File: src/rtl/ecc_pkg.sv
package ecc_pkg;

    localparam int DATA_W   = 32;
    localparam int CODE_W   = 7;
    localparam int LANE_W   = 8;
    localparam int IDX_W    = 6;
    localparam int COL_WT   = 3;
    localparam int PIN_IDX  = 17;
    localparam logic [CODE_W-1:0] PIN_COL = 7'h37;

    typedef logic [CODE_W-1:0] code_t;
    typedef logic [DATA_W-1:0] word_t;

    typedef enum logic [1:0] {
        ERR_NONE   = 2'b00,
        ERR_SINGLE = 2'b01,
        ERR_MULTI  = 2'b10
    } err_kind_e;

    typedef struct packed {
        word_t           data;
        err_kind_e       kind;
        logic [IDX_W-1:0] bit_idx;
        code_t           syn;
    } rd_result_t;

    // Column of data bit idx: the idx-th odd (weight-3) 7-bit value in
    // ascending order, with one pinned weight-5 column.
    function automatic code_t hcol(input int idx);
        code_t c;
        int    k;
        c = '0;
        k = 0;
        if (idx == PIN_IDX) begin
            c = PIN_COL;
        end else begin
            for (int v = 0; v < (1 << CODE_W); v++) begin
                if ($countones(v[CODE_W-1:0]) == COL_WT) begin
                    if (k == idx) c = v[CODE_W-1:0];
                    k++;
                end
            end
        end
        return c;
    endfunction

    function automatic word_t row_sel(input int r);
        word_t m;
        code_t c;
        m = '0;
        for (int i = 0; i < DATA_W; i++) begin
            c    = hcol(i);
            m[i] = c[r];
        end
        return m;
    endfunction

    function automatic code_t raw_parity(input word_t d);
        code_t p;
        p = '0;
        for (int i = 0; i < DATA_W; i++) begin
            if (d[i]) p = p ^ hcol(i);
        end
        return p;
    endfunction

    localparam word_t ANCHOR_WORD = 32'h9ABCDEF0;
    localparam code_t ANCHOR_CODE = 7'h11;
    localparam code_t CODE_FLIP   = raw_parity(ANCHOR_WORD) ^ ANCHOR_CODE;

endpackage

File: src/rtl/ecc_encode.sv
module ecc_encode
    import ecc_pkg::*;
(
    input  word_t data,
    output code_t code
);
    code_t par;

    generate
        for (genvar r = 0; r < CODE_W; r++) begin : g_row
            localparam word_t SEL = row_sel(r);
            assign par[r] = ^(data & SEL);
        end
    endgenerate

    assign code = par ^ CODE_FLIP;
endmodule

File: src/rtl/ecc_classify.sv
module ecc_classify
    import ecc_pkg::*;
(
    input  code_t            syn,
    output word_t            flip,
    output err_kind_e        kind,
    output logic [IDX_W-1:0] bit_idx
);
    word_t              dhit;
    logic [CODE_W-1:0]  chit;

    generate
        for (genvar i = 0; i < DATA_W; i++) begin : g_dcol
            localparam code_t COL = hcol(i);
            assign dhit[i] = (syn == COL);
        end
        for (genvar j = 0; j < CODE_W; j++) begin : g_ccol
            localparam code_t COL = code_t'(1 << j);
            assign chit[j] = (syn == COL);
        end
    endgenerate

    assign flip = dhit;

    always_comb begin
        bit_idx = '0;
        for (int i = 0; i < DATA_W; i++) begin
            if (dhit[i]) bit_idx = IDX_W'(i);
        end
        for (int j = 0; j < CODE_W; j++) begin
            if (chit[j]) bit_idx = IDX_W'(DATA_W + j);
        end
        if (syn == '0) begin
            kind = ERR_NONE;
        end else if ((|dhit) || (|chit)) begin
            kind = ERR_SINGLE;
        end else begin
            kind    = ERR_MULTI;
            bit_idx = '0;
        end
    end
endmodule

File: src/rtl/ecc_fix.sv
module ecc_fix
    import ecc_pkg::*;
(
    input  word_t raw,
    input  word_t flip,
    output word_t fixed
);
    generate
        for (genvar i = 0; i < DATA_W; i++) begin : g_bit
            assign fixed[i] = flip[i] ? ~raw[i] : raw[i];
        end
    endgenerate
endmodule

File: src/rtl/ecc_secded_path.sv
module ecc_secded_path
    import ecc_pkg::*;
(
    input  logic        clk,
    input  logic        rst,
    input  logic [31:0] wr_data,
    output logic [7:0]  wr_check,
    input  logic        rd_valid,
    input  logic [31:0] rd_data,
    input  logic [7:0]  rd_check,
    output logic        out_valid,
    output logic [31:0] out_data,
    output logic [1:0]  error_type,
    output logic [5:0]  err_bit,
    output logic [7:0]  syndrome
);
    localparam int PAD_W = LANE_W - CODE_W;

    code_t            wr_code;
    code_t            rd_code;
    code_t            syn_c;
    word_t            flip_c;
    word_t            fixed_c;
    err_kind_e        kind_c;
    logic [IDX_W-1:0] idx_c;
    rd_result_t       res_q;
    logic             vld_q;
    logic             unused_lane;

    assign unused_lane = rd_check[LANE_W-1];

    ecc_encode u_wenc (.data(wr_data), .code(wr_code));
    ecc_encode u_renc (.data(rd_data), .code(rd_code));

    assign syn_c = rd_code ^ rd_check[CODE_W-1:0];

    ecc_classify u_cls (
        .syn     (syn_c),
        .flip    (flip_c),
        .kind    (kind_c),
        .bit_idx (idx_c)
    );

    ecc_fix u_fix (.raw(rd_data), .flip(flip_c), .fixed(fixed_c));

    always_ff @(posedge clk) begin
        if (rst) begin
            vld_q <= 1'b0;
            res_q <= '{data: '0, kind: ERR_NONE, bit_idx: '0, syn: '0};
        end else begin
            vld_q <= rd_valid;
            if (rd_valid) begin
                res_q <= '{data: fixed_c, kind: kind_c, bit_idx: idx_c, syn: syn_c};
            end
        end
    end

    assign wr_check   = {{PAD_W{1'b0}}, wr_code};
    assign out_valid  = vld_q;
    assign out_data   = res_q.data;
    assign error_type = res_q.kind;
    assign err_bit    = res_q.bit_idx;
    assign syndrome   = {{PAD_W{1'b0}}, res_q.syn};
endmodule

File: config.mk
export PLATFORM = sky130hd
export DESIGN_NAME = ecc_secded_path
export DESIGN_NICKNAME = d
export VERILOG_FILES = /design/src/rtl/ecc_pkg.sv /design/src/rtl/ecc_encode.sv /design/src/rtl/ecc_classify.sv /design/src/rtl/ecc_fix.sv /design/src/rtl/ecc_secded_path.sv
export SDC_FILE = /design/constraint.sdc
export NUM_CORES = 1
export LEC_CHECK = 0
export BUFFER_PORTS_ARGS = -buffer_cell sky130_fd_sc_hd__buf_2
export CORE_MARGIN = 3
export CORE_UTILIZATION = 50
export DETAILED_ROUTE_END_ITERATION = 8
export PLACE_DENSITY = 0.82
export SLEW_MARGIN = 10
export SYNTH_ARGS = -nofsm -noshare
export SYNTH_HDL_FRONTEND = slang
export SYNTH_SLANG_ARGS = --single-unit
export TNS_END_PERCENT = 100
File: constraint.sdc
create_clock -name clk -period 2.7 [get_ports clk]
set_input_delay 0 -clock clk [delete_from_list [all_inputs] [get_ports clk]]
set_output_delay 0 -clock clk [all_outputs]
set_load 0.005 [all_outputs]
==> results.py, run 1 <==
metrics = {
    "synthesis": {
        "syn_inst": 491,
        "synth_area_um2": 4260,
        "synth_top_area_frac": 0.273,
        "netlist_top_cells_area": "xnor2_1 27%, dfxtp_1 23%, a211oi_1 6.9%, nor2_1 6.7%, xor2_1 4.7%",
        "synth-simple-area-share": 0.169,
        "synth.distinct_cells": 52,
        "postSynth.asyncResetShare": 0,
        "synth_top_family_by_area": "XOR/XNOR gates",
        "syn_avg_cell_area_um2": 8.68,
        "synth_compound_area_frac": 0.151,
        "synthAdderAreaFrac": 0,
        "synth_ff_type": "dfxtp_1",
        "synth_edf_count": 0,
        "synth_xor_area_frac": 0.420,
        "yosysWarnings": 0,
        "yosysTopAreaCell": "xnor2_1",
        "synth_seq_cells": 48,
        "synth_mux_area_frac": 0.00734,
        "yosysSeqAreaShare": 0.225,
    },
    "floorplan": {
        "start_util": 0.516,
        "die_x_um": 98.4,
        "fp.coreArea_um2": 8260,
        "rows": 33,
        "die-area_um2": 9670,
        "num_io_pins": 132,
        "die_y_um": 98.4,
    },
    "sta": {
        "setup_viol": 0,
        "hold-worst-slack_ps": 12.4,
        "rsz0062_at_grt": "no",
        "finClkSkew_ps": 0,
        "fin_crit_ps": 2540,
        "worst_pin_slew_ps": 578,
        "finalHoldViolations": 0,
        "fmax_ghz": 0.393,
        "slew_viol_final": 0,
        "relSlewSlack": 0.612,
        "fin_crit_sh": 0.942,
        "tns_ps": 0,
    },
    "critical_path": {
        "worstPathRequired_ps": 2910,
        "startpoint_type": "primary input",
        "timing.rr.start": "out_data[30]$_SDFFE_PP0P_",
        "worst_setup_path_end_kind": "flip-flop",
        "crit_type": "in -> reg",
        "cp-startpoint": "rd_data[12]",
        "critPathMaxFanout": 7,
        "regToRegSetupSlack_ps": 1940,
        "r2r_cells": 2,
        "r2r_end": "out_data[30]$_SDFFE_PP0P_",
        "endpoint": "error_type[0]$_SDFFE_PP0P_",
        "arrival_ps": 2760,
    },
    "placed_design": {
        "io_buffers": 128,
        "place.gp.congestion": 1.01,
        "detailed_place_hpwl_mm": 10.7,
    },
    "clocking": {
        "postCtsSetupBuffers": 0,
        "clockBufferDepth": 2,
        "h-tree-depth": 2,
        "clk_latency_ps": 320,
        "clock_sinks": 48,
        "clk_pin_slew_worst_paths_ps": 110,
        "cts_made_buffers": 5,
        "clock_tree.root_cell": "clkbuf_8",
        "cts_tree": "done",
    },
    "pwr": {
        "irDropWorstVdd_mv": 0.428,
        "leakage_nw": 2.18,
        "p_per_area_nw_per_um2": 925,
    },
    "global_routing": {
        "gr-total-overflow": 0,
        "first_global_vias": 4149,
        "antenna_found_initial": 0,
        "grt_pass1_wl_mm": 20.3,
        "grt_max_degree": 81,
        "grtUsageTotal": 0.259,
    },
    "drt": {
        "drc": 0,
        "vias": 4277,
        "routedWlPerCell_um": 17.0,
        "drtAntennaViolNets": 0,
        "routed_wl_mm": 13.0,
        "drtPass1Iterations": 8,
        "drt_iter0_drc": 315,
        "vias_per_cell": 5.56,
    },
    "run_status": {
        "status": "finished, final reports clean",
    },
    "run": {
        "maxCapViolCount": 0,
    },
    "cells_and_area": {
        "area_delta_synth_final_pct": 29.1,
        "utilization": 0.667,
        "drive_gt1_frac": 0.342,
        "fin_nets": 738,
        "diodes": 0,
    },
    "hold_path": {
        "min_path_type": "in -> reg",
    },
}
-- per-stage QoR --
stage	cells	area, um2	total power [mW]	worst slack (ps)
floorplan	492	4270	3.10	281
global placement	760	5400	4.53	-40.3
detailed placement	760	5400	4.55	-111
CTS	769	5500	5.02	211
global route	769	5510	5.39	18.0
finish	769	5510	5.09	158
-- critical path: stages --
cell     delay (ps)
buf_2           140
xnor2_1         340
xnor2_1         170
xnor3_2         520
xor2_1          210
buf_4           210
nand4_1         150
o21a_1          180
o22ai_2         100
nor4_1          430
and4_1          240
o21ai_1          60
-- sequential cells by signal (all words and copies together) (netlist names) --
register    cells
out_data       32
syndrome        7
err_bit         6
error_type      2
out_valid       1
-- layout by cell type, fill, tap and decap left out, types with 5 or more instances in the layout --
cell type  count
a211oi_1      39
a21oi_1        5
a311oi_1      11
buf_2        128
buf_4         57
clkbuf_8       5
dfxtp_1       48
nand2_1       12
nor2_1        76
nor3_1        24
o21ai_0       16
or3_1          5
xnor2_1      133
xnor2_2        5
xor2_1        22
-- logic make-up after synthesis --
kind of cell,count (synthesis)
AND/OR/NAND/NOR,149
multiplexers,3
flip-flops,48
buffers and inverters,24
XOR/XNOR,176
AO/OA/AOI/OAI,90
other,1
-- worst min-delay path by stage --
stage / startpoint / end / slack, ps / depth (start not counted)
6_report: rd_data[2] / out_data[2]$_SDFFE_PP0P_ / 10 / 3
5_1_grt: rd_data[2] / out_data[2]$_SDFFE_PP0P_ / 50 / 3
4_1_cts: rd_data[0] / out_data[0]$_SDFFE_PP0P_ / 20 / 3
3_5_place_dp: rst / err_bit[2]$_SDFFE_PP0P_ / 270 / 2
3_3_place_gp: rst / syndrome[0]$_SDFFE_PP0P_ / 260 / 2
2_1_floorplan: rst / out_valid$_SDFF_PP0_ / 80 / 1
-- per-layer routing --
layer | wire [um] | vias up | global-route usage
met4 | 376 | 0 | 0.0882
met1 | 5350 | 1971 | 0.341
met2 | 6040 | 233 | 0.419
met3 | 1280 | 41 | 0.0600
met5 | 0 | - | 0
li1 | - | 2032 | -
-- Yosys cell counts, types with 2 or more instances --
cell	number
a21oi_1	5
mux2i_1	2
xnor3_2	4
buf_2	3
or2_1	3
xnor2_2	5
dfxtp_1	48
or3_1	5
nand2_1	12
a32oi_1	2
a211oi_1	39
xnor2_1	133
nand2b_1	3
nor3_1	24
nand4_1	2
nor2_1	76
nor2b_1	2
buf_4	3
o211ai_1	2
nor4_1	3
clkbuf_1	17
nand3_1	4
nor3_2	4
a311oi_1	11
o21ai_0	16
xor2_2	3
xor2_1	23
nor4_2	2
xnor3_1	4
xnor2_4	4
o32ai_1	2
o21ai_1	4
nand2_2	2
-- where the power goes --
part | internal (mW) | switching, mW | leakage, nW
logic | 1.72 | 2.06 | 1.74
registers | 0.803 | 0.0470 | 0.399
clock network | 0.184 | 0.283 | 0.0404
-- repair_timing --
item / in CTS / in global routing
endpoints found under the hold margin: 5 / 0
gates resized for setup: 0 / 2
hold buffers: 1 / 0
setup endpoints to repair: 0 / 1
-- cell type report --
class / instances / area [um2]
timing repair buffer: 188 / 1120
clock buffer: 5 / 68.8
clock inverter: 3 / 23.8
fill: 702 / 2750
tap: 105 / 131
multi-input combinational: 420 / 3200
sequential: 48 / 961
(Power assumes the default switching activity.)
==> run 2: changes to the inputs <==
--- a/config.mk
+++ b/config.mk
@@ -13,5 +13,6 @@
 export SLEW_MARGIN = 10
 export SYNTH_ARGS = -nofsm -noshare
 export SYNTH_HDL_FRONTEND = slang
+export SYNTH_HIERARCHICAL = 1
 export SYNTH_SLANG_ARGS = --single-unit
 export TNS_END_PERCENT = 100
==> run 2 against run 1 <==
Effect of this change:
- the flow now finishes with violations (negative setup slack)
- final cell count is 5.5% higher
- sequential share of layout area is 2.4 points lower
- via count is 0.91% higher
- first-iteration DRC count is 2.2% lower
- utilization is 8.8 points higher
- flip-flop and latch count stayed put
- synthesized cell count is 4.7% lower
- clock power is 13% higher
- die area is 4.6% higher
- critical path type unchanged
- critical endpoint is now error_type[1]$_SDFFE_PP0P_
- largest cell class unchanged
- highest routed layer is now met5
==> results.py, run 2 <==
metrics = {
    "cells_and_area": {
        "utilization": 0.755,
        "drive_gt1_frac": 0.463,
        "final_common_cell": "buf_2",
        "final_cells": 811,
        "fin_nets": 780,
        "area_delta_synth_final_pct": 42.8,
        "fillers": 632,
        "diodes": 0,
        "final_area_um2": 6390,
        "largest_register_ff_count": 32,
        "final_cell_mix": "128 x buf_2, 125 x buf_4, 71 x nor2_1",
    },
    "sta": {
        "worst_pin_slew_ps": 912,
        "rsz0062_at_grt": "yes",
        "slew_viol_final": 0,
        "relSlewSlack": 0.392,
        "fin_ws_ps": -75.8,
        "finClkSkew_ps": 0,
        "fmax_ghz": 0.360,
        "fin_crit_sh": 1.03,
        "fin_crit_ps": 2780,
        "hold-worst-slack_ps": 118,
        "setup_viol": 4,
        "finalHoldViolations": 0,
    },
    "synthesis": {
        "postSynth.asyncResetShare": 0,
        "synth_top_area_frac": 0.215,
        "synth_edf_count": 0,
        "synthTopCellsByCount": "78 x nor2_1, 70 x xnor2_1, 48 x dfxtp_1, 45 x xor2_1, 40 x mux2i_1",
        "synth_seq_cells": 48,
        "synth.distinct_cells": 55,
        "yosysMostFrequentCell": "nor2_1",
        "syn_avg_cell_area_um2": 9.56,
        "netlist_top_cells_area": "dfxtp_1 21%, xnor3_1 15%, xnor2_1 14%, mux2i_1 8.9%, xor2_1 8.8%",
        "synth_ff_type": "dfxtp_1",
        "yosysWarnings": 6,
        "syn_inst": 468,
        "synth_area_um2": 4470,
        "yosysSeqAreaShare": 0.215,
        "yosysTopAreaCell": "dfxtp_1",
    },
    "floorplan": {
        "die-area_um2": 10100,
        "die_x_um": 101,
        "rows": 33,
        "fp.coreArea_um2": 8460,
        "start_util": 0.529,
        "die_y_um": 101,
        "num_io_pins": 132,
    },
    "hold_path": {
        "min_path_type": "in -> reg",
    },
    "critical_path": {
        "worstPathRequired_ps": 2860,
        "cp_cell_sequence": "buf_2 -> buf_4 -> xnor2_2 -> xnor2_1 -> xnor3_1 -> xnor2_2 -> inv_2 -> buf_4 -> nand3b_1 -> mux2_4 -> o32ai_4 -> a211oi_2 -> nand4_2 -> a31oi_2 -> mux2i_1 -> nor2_1",
        "crit_type": "in -> reg",
        "cpMaxStageDelayCell": "xnor3_1",
        "worst_setup_path_end_kind": "flip-flop",
        "critPathMaxFanout": 8,
        "max_stage_delay_ps": 470,
        "startpoint_type": "primary input",
        "arrival_ps": 2940,
    },
    "global_routing": {
        "antenna_found_initial": 1,
        "grt_max_degree": 49,
        "first_global_vias": 4379,
        "grtUsageTotal": 0.271,
        "grt_pass1_wl_mm": 21.6,
        "gr-total-overflow": 0,
    },
    "run": {
        "maxCapViolCount": 0,
    },
    "pwr": {
        "irDropWorstVdd_mv": 0.633,
        "p_per_area_nw_per_um2": 1010,
        "leakage_nw": 3.32,
    },
    "clocking": {
        "clk_pin_slew_worst_paths_ps": 90,
        "cts_tree": "done",
        "clock_tree.root_cell": "clkbuf_8",
        "clk_latency_ps": 300,
        "cts_made_buffers": 5,
        "h-tree-depth": 2,
        "clock_sinks": 48,
        "clockBufferDepth": 2,
    },
    "run_status": {
        "status": "finished, violations left",
        "violations": "negative setup slack",
    },
    "drt": {
        "routed_wl_mm": 14.2,
        "drt_iter0_drc": 308,
        "routedWlPerCell_um": 17.5,
        "drtAntennaViolNets": 0,
        "drtPass1Iterations": 5,
        "drc": 0,
        "vias": 4316,
        "vias_per_cell": 5.32,
    },
    "placed_design": {
        "dpl_cell_area_um2": 5980,
        "detailed_place_hpwl_mm": 11.3,
        "io_buffers": 128,
        "dp_cells": 795,
        "place.gp.congestion": 1.04,
    },
}
==> run 2: kinds of logic after synthesis <==
logic type | after synthesis | synth area share
xor+xnor | 151 | 0.405
flops | 48 | 0.215
other cells | 1 | 0.000838
compound gates | 35 | 0.0596
buf+inv | 40 | 0.0587
mux | 42 | 0.0954
simple gates | 151 | 0.166
==> run 2: path summary, 6_finish.rpt <==
check	start	end	slack (ps)	depth (start not counted)
max	rd_data[31]	error_type[1]$_SDFFE_PP0P_	-80	16
max reg2reg	syndrome[4]$_SDFFE_PP0P_	syndrome[4]$_SDFFE_PP0P_	1970	2
min reg2reg	syndrome[0]$_SDFFE_PP0P_	syndrome[0]$_SDFFE_PP0P_	490	2
min	rd_data[14]	out_data[14]$_SDFFE_PP0P_	120	4
==> run 2: per-stage QoR <==
stage	setup WS [ps]	setup TNS [ps]	total power, mW
detailed placement	-556	-9870	5.36
global route	-206	-1140	6.80
global placement	-487	-6870	5.29
CTS	-1.05	-2.04	6.12
floorplan	18.9	0	3.49
finish	-75.8	-131	6.43
==> run 2: routing by layer <==
layer | vias to the layer above | track usage | part of all wire
met5 | - | 0 | 0.00063
met4 | 2 | 0.0891 | 0.029
met3 | 40 | 0.0498 | 0.081
met2 | 240 | 0.468 | 0.48
met1 | 1991 | 0.341 | 0.41
li1 | 2043 | - | -
==> run 2: timing repair <==
action                     in CTS  in global routing
buffers inserted                5                  3
resized for setup              21                 29
setup endpoints to repair      14                 21
pin swaps                      10                  6
gates cloned                    0                  0
hold buffers                    0                  0
==> run 2: cell type report <==
type                       instances  area (um2)  share of cell area
clock buffer                       6        72.6              0.0114
timing repair buffer             259        1660               0.261
sequential                        48         961               0.150
inverter                          10        37.5             0.00588
tap                              105         131              0.0206
multi-input combinational        381        3490               0.546
clock inverter                     2        35.0             0.00548
==> run 2: critical path, delay by kind of cell <==
| family | cells | cell delay, ps |
|---|---|---|
| xor+xnor | 4 | 970 |
| mux | 2 | 500 |
| simple gates | 3 | 500 |
| buf+inv | 4 | 570 |
| compound gates | 3 | 380 |
==> run 2: report_power, final <==
group | switching [mW] | leakage (nW) | internal, mW
registers | 0.0563 | 0.396 | 0.820
clock network | 0.251 | 0.0552 | 0.275
logic | 2.43 | 2.87 | 2.60
total | 2.74 | 3.32 | 3.69
==> run 3: changes to the inputs <==
--- a/config.mk
+++ b/config.mk
@@ -13,6 +13,5 @@
 export SLEW_MARGIN = 10
 export SYNTH_ARGS = -nofsm -noshare
 export SYNTH_HDL_FRONTEND = slang
-export SYNTH_HIERARCHICAL = 1
 export SYNTH_SLANG_ARGS = --single-unit
 export TNS_END_PERCENT = 100
==> constraint.sdc (replaced) <==
create_clock -name clk -period 2.7 [get_ports clk]
set_input_delay 0.27 -clock clk [delete_from_list [all_inputs] [get_ports clk]]
set_output_delay 0.27 -clock clk [all_outputs]
set_load 0.005 [all_outputs]
==> run 3 against run 2 <==
Effect of this change:
- the flow now finishes without violations
- sequential power shrank 2.9%
- sequential share of layout area up 0.58 points
- flip-flop and latch count did not move
- clock-buffer cell count decreased by 1
- critical path depth fell by 5
- register-to-register slack lost 60 ps
- first-iteration DRC count is 32% higher
- clock power grew 24%
- non-clock buffer count decreased by 24
- design area shrank 3.7%
- critical endpoint is now out_data[26]$_SDFFE_PP0P_
- largest cell class unchanged
- largest power group unchanged
- highest routed layer is now met4
==> results.py, run 3 (synthesis gave the netlist of run 1 again) <==
metrics = {
    "sta": {
        "slew_viol_final": 0,
        "setup_viol": 0,
        "worst_pin_slew_ps": 804,
        "finClkSkew_ps": 0,
        "fin_crit_ps": 2690,
        "fmax_ghz": 0.372,
        "relSlewSlack": 0.464,
        "finalHoldViolations": 0,
        "fin_crit_sh": 0.995,
        "tns_ps": 0,
    },
    "drt": {
        "drtAntennaViolNets": 0,
        "drt_iter0_drc": 408,
        "vias": 4673,
        "drtPass1Iterations": 5,
        "vias_per_cell": 5.73,
        "routed_wl_mm": 14.8,
        "routedWlPerCell_um": 18.2,
        "drc": 0,
    },
    "clocking": {
        "clockBufferDepth": 2,
        "holdBufCountCts": 0,
        "clock_sinks": 48,
        "clock_tree.root_cell": "clkbuf_8",
        "h-tree-depth": 2,
        "clk_pin_slew_worst_paths_ps": 110,
        "cts_tree": "done",
        "clk_latency_ps": 290,
        "cts_made_buffers": 5,
    },
    "pwr": {
        "intPower_mw": 3.20,
        "pwr-share-comb": 0.744,
        "finalPower_mw": 5.88,
        "p_sw_frac": 0.456,
        "power_switching_mw": 2.68,
        "pwr-share-seq": 0.145,
        "leakage_nw": 2.53,
        "irDropWorstVdd_mv": 0.504,
        "p_per_area_nw_per_um2": 956,
        "clkPwrFrac": 0.111,
    },
    "placed_design": {
        "place.gp.congestion": 1.02,
        "io_buffers": 128,
        "dpl_cell_area_um2": 5760,
        "detailed_place_hpwl_mm": 11.4,
    },
    "cells_and_area": {
        "diodes": 0,
        "utilization": 0.745,
        "drive_gt1_frac": 0.432,
        "largest_register_ff_count": 32,
        "final_area_um2": 6150,
        "final_cell_mix": "128 x buf_2, 123 x xnor2_1, 104 x buf_4",
        "area_delta_synth_final_pct": 44.2,
        "final_common_cell": "buf_2",
        "fin_nets": 785,
    },
    "hold_path": {
        "min_path_type": "in -> reg",
    },
    "global_routing": {
        "antenna_found_initial": 0,
        "grt_max_degree": 67,
        "grt_pass1_wl_mm": 22.0,
        "gr-total-overflow": 0,
        "first_global_vias": 4355,
        "grtUsageTotal": 0.281,
    },
    "floorplan": {
        "start_util": 0.516,
        "rows": 33,
        "die-area_um2": 9670,
        "fp.coreArea_um2": 8260,
        "die_y_um": 98.4,
        "num_io_pins": 132,
        "die_x_um": 98.4,
    },
    "run": {
        "maxCapViolCount": 0,
    },
    "critical_path": {
        "startpoint_type": "primary input",
        "crit_type": "in -> reg",
        "critPathMaxFanout": 7,
        "arrival_ps": 2920,
        "worstPathRequired_ps": 2930,
        "worst_setup_path_end_kind": "flip-flop",
    },
    "run_status": {
        "status": "finished, final reports clean",
    },
}
run 3: per-stage QoR:
step,hold WS [ps],setup slack [ps],std cells
final,365,14.2,816
after global routing,392,-73.0,816
after CTS,366,-4.44,815
after detailed placement,458,-426,807
after global placement,449,-292,807
after floorplan,353,11.4,492
run 3: worst paths after layout:
kind,endpoint,slack (ps),start,depth (start not counted)
worst max-delay path,out_data[26]$_SDFFE_PP0P_,10,rd_data[24],11
worst min register to register,error_type[1]$_SDFFE_PP0P_,470,error_type[1]$_SDFFE_PP0P_,2
worst min-delay path,out_data[0]$_SDFFE_PP0P_,370,rd_data[0],4
worst max register to register,err_bit[3]$_SDFFE_PP0P_,1910,err_bit[3]$_SDFFE_PP0P_,2
run 3: timing repair:
item	4_1_cts	5_1_grt
setup endpoints to repair	5	30
pin swaps	0	5
setup buffers	0	1
gates resized for setup	5	34
run 3: power groups by stage:
stage          Sequential [mW]  Combinational (mW)  Clock [mW]
6_report                 0.852                4.37       0.651
5_1_grt                  0.862                4.61       0.671
4_1_cts                  0.852                3.97       0.649
3_5_place_dp             0.867                3.92           0
3_3_place_gp             0.862                3.86           0
2_1_floorplan            0.872                2.23           0
run 3: critical path: stages:
cell and delay (ps):
buf_2 120, buf_4 140, xnor2_1 150, xnor3_2 500
xnor2_4 350, and3_1 230, nor2_2 80, buf_4 170
or2_1 270, or3_1 360, a311oi_1 270
run 3: final cells by class:
cell class | instances | area (um2)
fill | 562 | 2110
multi-input combinational | 420 | 3440
clock inverter | 3 | 68.8
clock buffer | 5 | 68.8
tap | 105 | 131
sequential | 48 | 961
timing repair buffer | 235 | 1480
run 3: routing by layer:
metal	share of wire	vias to the layer above	GRT usage
met4	0.039	0	0.0840
li1	-	2139	-
met2	0.48	314	0.472
met5	0	-	0
met3	0.090	75	0.0486
met1	0.39	2145	0.368
